===== src/rtl/lcd_raster_pkg.sv =====
package lcd_raster_pkg;

    // Interval codes; the ordering is also the sequencing order.
    typedef enum logic [1:0] {
        PH_SYNC  = 2'b00,
        PH_BACK  = 2'b01,
        PH_ACT   = 2'b10,
        PH_FRONT = 2'b11
    } phase_e;

    function automatic int imax(input int a, input int b);
        return (a > b) ? a : b;
    endfunction

endpackage


===== src/rtl/lcd_pclk_div.sv =====
module lcd_pclk_div #(
    parameter int DIV_W = 10
) (
    input  logic             clk,
    input  logic             rst_n,
    input  logic             run,
    input  logic [DIV_W-1:0] half_lim,
    output logic             pclk_raw,
    output logic             ce
);
    typedef struct packed {
        logic [DIV_W-1:0] cnt;
        logic             lvl;
    } div_t;

    div_t st_d, st_q;
    logic half_end;

    always_comb begin
        half_end = (st_q.cnt >= half_lim);
        st_d     = st_q;
        if (!run) begin
            st_d = '0;
        end else if (half_end) begin
            st_d.cnt = '0;
            st_d.lvl = ~st_q.lvl;
        end else begin
            st_d.cnt = st_q.cnt + DIV_W'(1);
        end
    end

    always_ff @(posedge clk or negedge rst_n) begin
        if (!rst_n) st_q <= '0;
        else        st_q <= st_d;
    end

    // A period ends when the high half completes.
    assign ce       = run && half_end && st_q.lvl;
    assign pclk_raw = st_q.lvl;

endmodule


===== src/rtl/lcd_phase_seq.sv =====
module lcd_phase_seq
    import lcd_raster_pkg::*;
#(
    parameter int CW = 11
) (
    input  logic          clk,
    input  logic          rst_n,
    input  logic          run,
    input  logic          step,
    input  logic [CW-1:0] lim_sync,
    input  logic [CW-1:0] lim_back,
    input  logic [CW-1:0] lim_act,
    input  logic [CW-1:0] lim_front,
    output phase_e        phase,
    output logic [CW-1:0] cnt,
    output logic          wrap
);
    typedef struct packed {
        phase_e        ph;
        logic [CW-1:0] cnt;
    } seq_t;

    seq_t          st_d, st_q;
    logic [CW-1:0] lim;
    logic          at_end;

    always_comb begin
        case (st_q.ph)
            PH_SYNC: lim = lim_sync;
            PH_BACK: lim = lim_back;
            PH_ACT:  lim = lim_act;
            default: lim = lim_front;
        endcase
        at_end = (st_q.cnt >= lim);
        st_d   = st_q;
        if (!run) begin
            st_d.ph  = PH_SYNC;
            st_d.cnt = '0;
        end else if (step) begin
            if (at_end) begin
                st_d.ph  = phase_e'(st_q.ph + 2'd1);
                st_d.cnt = '0;
            end else begin
                st_d.cnt = st_q.cnt + CW'(1);
            end
        end
    end

    always_ff @(posedge clk or negedge rst_n) begin
        if (!rst_n) begin
            st_q.ph  <= PH_SYNC;
            st_q.cnt <= '0;
        end else begin
            st_q <= st_d;
        end
    end

    assign phase = st_q.ph;
    assign cnt   = st_q.cnt;
    assign wrap  = run && step && at_end && (st_q.ph == PH_FRONT);

endmodule


===== src/rtl/lcd_raster_gen.sv =====
module lcd_raster_gen
    import lcd_raster_pkg::*;
#(
    parameter int DIV_W  = 10,
    parameter int VSW_W  = 6,
    parameter int VFP_W  = 8,
    parameter int VBP_W  = 8,
    parameter int VACT_W = 10,
    parameter int HFP_W  = 8,
    parameter int HSW_W  = 8,
    parameter int HBP_W  = 7,
    parameter int HACT_W = 11,
    parameter int DATA_W = 16
) (
    input  logic              clk,
    input  logic              rst_n,
    input  logic              video_en,
    input  logic              lend_en,
    input  logic [DIV_W-1:0]  clk_div,
    input  logic [VSW_W-1:0]  vsync_len,
    input  logic [VBP_W-1:0]  vback_len,
    input  logic [VACT_W-1:0] vact_len,
    input  logic [VFP_W-1:0]  vfront_len,
    input  logic [HSW_W-1:0]  hsync_len,
    input  logic [HBP_W-1:0]  hback_len,
    input  logic [HACT_W-1:0] hact_len,
    input  logic [HFP_W-1:0]  hfront_len,
    input  logic              inv_hsync,
    input  logic              inv_vsync,
    input  logic              inv_den,
    input  logic              inv_data,
    input  logic              inv_lend,
    input  logic              rise_capture,
    input  logic [DATA_W-1:0] pix_data,
    output logic              lcd_pclk,
    output logic              pix_ce,
    output logic              lcd_hsync,
    output logic              lcd_vsync,
    output logic              lcd_den,
    output logic              lcd_lend,
    output logic [DATA_W-1:0] lcd_data,
    output logic [1:0]        h_phase,
    output logic [1:0]        v_phase,
    output logic [VACT_W-1:0] line_cnt
);
    localparam int HCW = imax(imax(HSW_W, HBP_W), imax(HACT_W, HFP_W));
    localparam int VCW = imax(imax(VSW_W, VBP_W), imax(VACT_W, VFP_W));

    typedef struct packed {
        logic [DIV_W-1:0]  div;
        logic [VSW_W-1:0]  vsw;
        logic [VBP_W-1:0]  vbp;
        logic [VACT_W-1:0] vact;
        logic [VFP_W-1:0]  vfp;
        logic [HSW_W-1:0]  hsw;
        logic [HBP_W-1:0]  hbp;
        logic [HACT_W-1:0] hact;
        logic [HFP_W-1:0]  hfp;
        logic              lend_on;
        logic              inv_hs;
        logic              inv_vs;
        logic              inv_de;
        logic              inv_px;
        logic              inv_le;
        logic              rise;
    } cfg_t;

    cfg_t cfg_in, cfg_d, cfg_q;

    logic           pclk_raw;
    logic           ce;
    phase_e         h_ph, v_ph;
    logic [HCW-1:0] h_cnt;
    logic [VCW-1:0] v_cnt;
    logic           h_wrap, v_wrap;
    logic           den_raw, hs_raw, vs_raw, lend_raw;

    always_comb begin
        cfg_in         = '0;
        cfg_in.div     = clk_div;
        cfg_in.vsw     = vsync_len;
        cfg_in.vbp     = vback_len;
        cfg_in.vact    = vact_len;
        cfg_in.vfp     = vfront_len;
        cfg_in.hsw     = hsync_len;
        cfg_in.hbp     = hback_len;
        cfg_in.hact    = hact_len;
        cfg_in.hfp     = hfront_len;
        cfg_in.lend_on = lend_en;
        cfg_in.inv_hs  = inv_hsync;
        cfg_in.inv_vs  = inv_vsync;
        cfg_in.inv_de  = inv_den;
        cfg_in.inv_px  = inv_data;
        cfg_in.inv_le  = inv_lend;
        cfg_in.rise    = rise_capture;
    end

    // Configuration follows the inputs while idle and is re-sampled only
    // at the frame boundary while running.
    always_comb begin
        cfg_d = cfg_q;
        if (!video_en || v_wrap) cfg_d = cfg_in;
    end

    always_ff @(posedge clk or negedge rst_n) begin
        if (!rst_n) cfg_q <= '0;
        else        cfg_q <= cfg_d;
    end

    lcd_pclk_div #(.DIV_W(DIV_W)) u_div (
        .clk      (clk),
        .rst_n    (rst_n),
        .run      (video_en),
        .half_lim (cfg_q.div),
        .pclk_raw (pclk_raw),
        .ce       (ce)
    );

    lcd_phase_seq #(.CW(HCW)) u_hseq (
        .clk       (clk),
        .rst_n     (rst_n),
        .run       (video_en),
        .step      (ce),
        .lim_sync  (HCW'(cfg_q.hsw)),
        .lim_back  (HCW'(cfg_q.hbp)),
        .lim_act   (HCW'(cfg_q.hact)),
        .lim_front (HCW'(cfg_q.hfp)),
        .phase     (h_ph),
        .cnt       (h_cnt),
        .wrap      (h_wrap)
    );

    lcd_phase_seq #(.CW(VCW)) u_vseq (
        .clk       (clk),
        .rst_n     (rst_n),
        .run       (video_en),
        .step      (h_wrap),
        .lim_sync  (VCW'(cfg_q.vsw)),
        .lim_back  (VCW'(cfg_q.vbp)),
        .lim_act   (VCW'(cfg_q.vact)),
        .lim_front (VCW'(cfg_q.vfp)),
        .phase     (v_ph),
        .cnt       (v_cnt),
        .wrap      (v_wrap)
    );

    always_comb begin
        hs_raw   = video_en && (h_ph == PH_SYNC);
        vs_raw   = video_en && (v_ph == PH_SYNC);
        den_raw  = video_en && (h_ph == PH_ACT) && (v_ph == PH_ACT);
        lend_raw = video_en && cfg_q.lend_on && (h_ph == PH_FRONT) && (h_cnt == '0);
        case (v_ph)
            PH_ACT:   line_cnt = cfg_q.vact - VACT_W'(v_cnt);
            PH_FRONT: line_cnt = '0;
            default:  line_cnt = cfg_q.vact;
        endcase
    end

    assign lcd_hsync = hs_raw ^ cfg_q.inv_hs;
    assign lcd_vsync = vs_raw ^ cfg_q.inv_vs;
    assign lcd_den   = den_raw ^ cfg_q.inv_de;
    assign lcd_lend  = lend_raw ^ cfg_q.inv_le;
    assign lcd_data  = (den_raw ? pix_data : '0) ^ {DATA_W{cfg_q.inv_px}};
    assign lcd_pclk  = pclk_raw ^ ~cfg_q.rise;
    assign pix_ce    = ce;
    assign h_phase   = h_ph;
    assign v_phase   = v_ph;

endmodule


===== config.mk =====
export PLATFORM = sky130hd
export DESIGN_NAME = lcd_raster_gen
export DESIGN_NICKNAME = d
export VERILOG_FILES = /design/src/rtl/lcd_raster_pkg.sv /design/src/rtl/lcd_pclk_div.sv /design/src/rtl/lcd_phase_seq.sv /design/src/rtl/lcd_raster_gen.sv
export SDC_FILE = /design/constraint.sdc
export NUM_CORES = 1
export LEC_CHECK = 0
export CAP_MARGIN = 10
export CELL_PAD_IN_SITES_DETAIL_PLACEMENT = 0
export CELL_PAD_IN_SITES_GLOBAL_PLACEMENT = 1
export CORE_ASPECT_RATIO = 0.6
export CORE_UTILIZATION = 45
export DETAILED_ROUTE_END_ITERATION = 6
export PLACE_DENSITY_LB_ADDON = 0.3
export SLEW_MARGIN = 10
export SYNTH_ARGS = -nofsm -noshare
export SYNTH_HDL_FRONTEND = slang
export SYNTH_SLANG_ARGS = --single-unit

===== constraint.sdc =====
create_clock -name clk -period 6.6 [get_ports clk]
set_input_delay 1.32 -clock clk [delete_from_list [all_inputs] [get_ports clk]]
set_output_delay 1.32 -clock clk [all_outputs]
set_load 0.02 [all_outputs]

==> metrics.md <==
| Metric | Value |
|---|---|
| WL/cell | 18.3 um |
| DR iter-0 viols | 331 |
| Max-slew headroom | 0.406 |
| Final min period | 5020 ps |
| Failing checks | design-rule violations |
| Post-synthesis cell type count | 59 |
| Net Sw Power | 0.000587 W |
| Die Y | 101 um |
| GPL Wtd Cong | 0.847 |
| Clk sink count | 119 |
| Synth top area share | 0.402 |
| Port Buffers | 137 |
| Area Overhead vs Synth | 27.5% |
| Worst path cell trace | clkdlybuf4s50_1, buf_4, and3_1, nand2_1, xnor2_1, clkdlybuf4s50_1 |
| Via density | 5.64 |
| Placed cell areas | 8860 um2 |
| Boundary pin count | 138 |
| Dpl hpwl | 13400 um |
| Switching part of the total | 0.276 |
| RSZ-0062 raised after global routing | no |
| Vias | 5695 |
| Int Pwr | 0.00154 W |
| Slew @ Worst Pin | 888 ps |
| WS Path Type | primary input to output port |
| Largest net degree at the start of global routing | 66 |
| Post-cts repair resize count | 0 |
| Kind of end point of the critical path | output port |
| CP max FO | 39 |
| N_diodes | 0 |
| Nets | 950 |
| Post-CTS Setup Bufs | 0 |
| Total wire length | 18500 um |
| WL met2 | 8000 um |
| Comb pwr share | 0.169 |
| Req. time, crit path | 5280 ps |
| Hold-fix buffers at CTS | 0 |
| Vias in the first global route | 5652 |
| Sum Neg Setup Slack | 0 ps |
| Critical path buffers and inverters | 3 |
| Post-route clock skew | 13.2 ps |
| Reg power frac | 0.390 |
| CTS max path bufs | 2 |
| YS warnings | 0 |
| FMAX | 199 MHz |
| Startpoint type of the worst setup path | primary input |
| Core Area | 15700 um2 |
| Cells after synthesis | 664 |
| DR DRC count | 14 |
| Syn Nets | 820 |
| CTS Root Cell | clkbuf_16 |
| Synth area leaders | dfrtp_1, mux2_4, ha_1 |
| Syn_area_per_cell | 11.2 um2 |
| Post-synth EDFFs | 0 |
| Top cell by count, worst path | clkdlybuf4s50_1 |
| Place WS | 1550 ps |
| Met1 Wirelength | 9550 um |
| Final core occ | 0.601 |
| Max VDD drop | 0.000175 V |
| Reg clk slew, reported paths | 60 ps |
| Fin. max-slew vios | 0 |
| Die footprint | 17000 um2 |
| Most common cell after layout, fill and taps aside | clkdlybuf4s50_1 |
| Cell Rows | 35 |
| Run status | complete, but fails checks |
| PwrDens | 225 nW/um2 |
| FF+latch count, synth | 119 |
| WP data arrival | 3700 ps |
| FF/Latch Area | 2980 um2 |
| Static Leak | 4.26 nW |
| Clock share of power | 0.442 |
| Async S/R FF share, synth | 1.00 |
| Synth Cell Area | 7410 um2 |
| Commonest cells after routing, fill and taps aside | clkdlybuf4s50_1, dfrtp_1, mux2_4 |
| Setup ws final | 1580 ps |
| Hold crit path type | register to register |
| Synth area leader | dfrtp_1 |
| Initial Util | 0.471 |
| Multi-input gate area | 4070 um2 |
| Highest Signal Layer | met4 |
| H-tree depth | 4 |
| Maxcap violations | 0 |
| All-layer global routing usage | 0.227 |
| Hold Vio Cnt, Final | 0 |
| Die X | 168 um |
| Initial antenna violation count | 0 |
| First-pass GRT wire length | 30000 um |
| Routed Antenna Nets | 0 |
| CP max-delay cell | clkdlybuf4s50_1 |
| Crit-path max cell delay | 640 ps |
| TritonRoute pass-1 iters | 7 |
| Sequential fraction of the synthesis area | 0.402 |
| CTS tree | built |
| Cts bufs inserted | 17 |
| Worst skew pair latency | 420 ps |
| Layout cell share with drive strength beyond 1 | 0.164 |
| Final Cycle Share | 0.761 |
| FILL cells | 1317 |
| Grt ovf | 0 |
| Fin area | 9450 um2 |
| Setup violators final | 0 |
| Met3 WL post-DR | 895 um |
| Prevailing post-synth register cell | dfrtp_1 |
| Delay-heaviest family, CP | buffers and inverters |
[layout make-up]
class | instances | share of cell area
Inverter | 35 | 0.0139
Tap cell | 203 | 0.0269
Multi-Input combinational cell | 477 | 0.430
Clock buffer | 18 | 0.0465
Clock inverter | 14 | 0.0159
Timing Repair Buffer | 144 | 0.152
Sequential cell | 119 | 0.315
[Yosys cell counts (all sizes together) (4+ instances only)]
master,n
nor2,21
dfrtp,119
a211o,8
a211oi,7
o211ai,8
inv,33
nand2,66
o21ai,26
mux2,84
a21oi,27
nand3,24
a222oi,13
clkbuf,20
nor3,8
xor2,8
o32ai,12
o21a,6
mux2i,9
xnor2,25
and3,14
o211a,5
buf,13
nand4,5
a21o,5
o31ai,4
ha,53
[per-stage QoR]
step / power [W] / hold WS (ps) / cells
after floorplan: 0.00104 / 467 / 664
after global placement: 0.00119 / 485 / 978
after detailed placement: 0.00120 / 489 / 978
after CTS: 0.00214 / 502 / 1010
after global routing: 0.00220 / 511 / 1010
final: 0.00213 / 504 / 1010
[worst paths after layout]
path / start / end / slack [ps] / depth (start not counted)
worst max-delay path: video_en / lcd_data[10] / 1580 / 6
worst min-delay path: cfg_q[10] / cfg_q[10] / 500 / 1
worst max register to register: u_vseq.phase[1] / cfg_q[67] / 1770 / 11
worst min register to register: cfg_q[10] / cfg_q[10] / 500 / 1
max in group asynchronous: rst_n / u_vseq.cnt[4] / 4320 / 2
min in group asynchronous: rst_n / cfg_q[78] / 1010 / 1
[cells by family (layout without fill, tap and decap cells)]
group | after synthesis | in the layout | synth area share
flops | 119 | 119 | 0.402
fa+ha+maj | 54 | 54 | 0.0922
simple gates | 152 | 152 | 0.0950
mux | 93 | 93 | 0.175
buf+inv | 68 | 211 | 0.0513
compound gates | 145 | 145 | 0.146
xor+xnor | 33 | 33 | 0.0390
[layer usage]
metal  track usage  vias to the layer above
met2         0.333                      144
li1              -                     2711
met5             0                        -
met3        0.0477                        8
met1         0.341                     2832
met4        0.0536                        0
[power groups by stage]
| stage | Combinational (W) | Sequential (W) | Clock (W) |
|---|---|---|---|
| final | 0.000359 | 0.000828 | 0.000938 |
| after global routing | 0.000387 | 0.000835 | 0.000983 |
| after CTS | 0.000362 | 0.000828 | 0.000954 |
| after detailed placement | 0.000359 | 0.000841 | 0 |
| after global placement | 0.000350 | 0.000838 | 0 |
| after floorplan | 0.000225 | 0.000819 | 0 |
[sequential cells by signal, indices dropped and copies added (netlist names)]
name and count:
u_div.st_q 10, u_vseq.cnt 10, u_div.pclk_raw 1, u_vseq.phase 2
u_hseq.phase 2, cfg_q 83, u_hseq.cnt 11
Note: power is estimated with default switching activity, not from simulation.
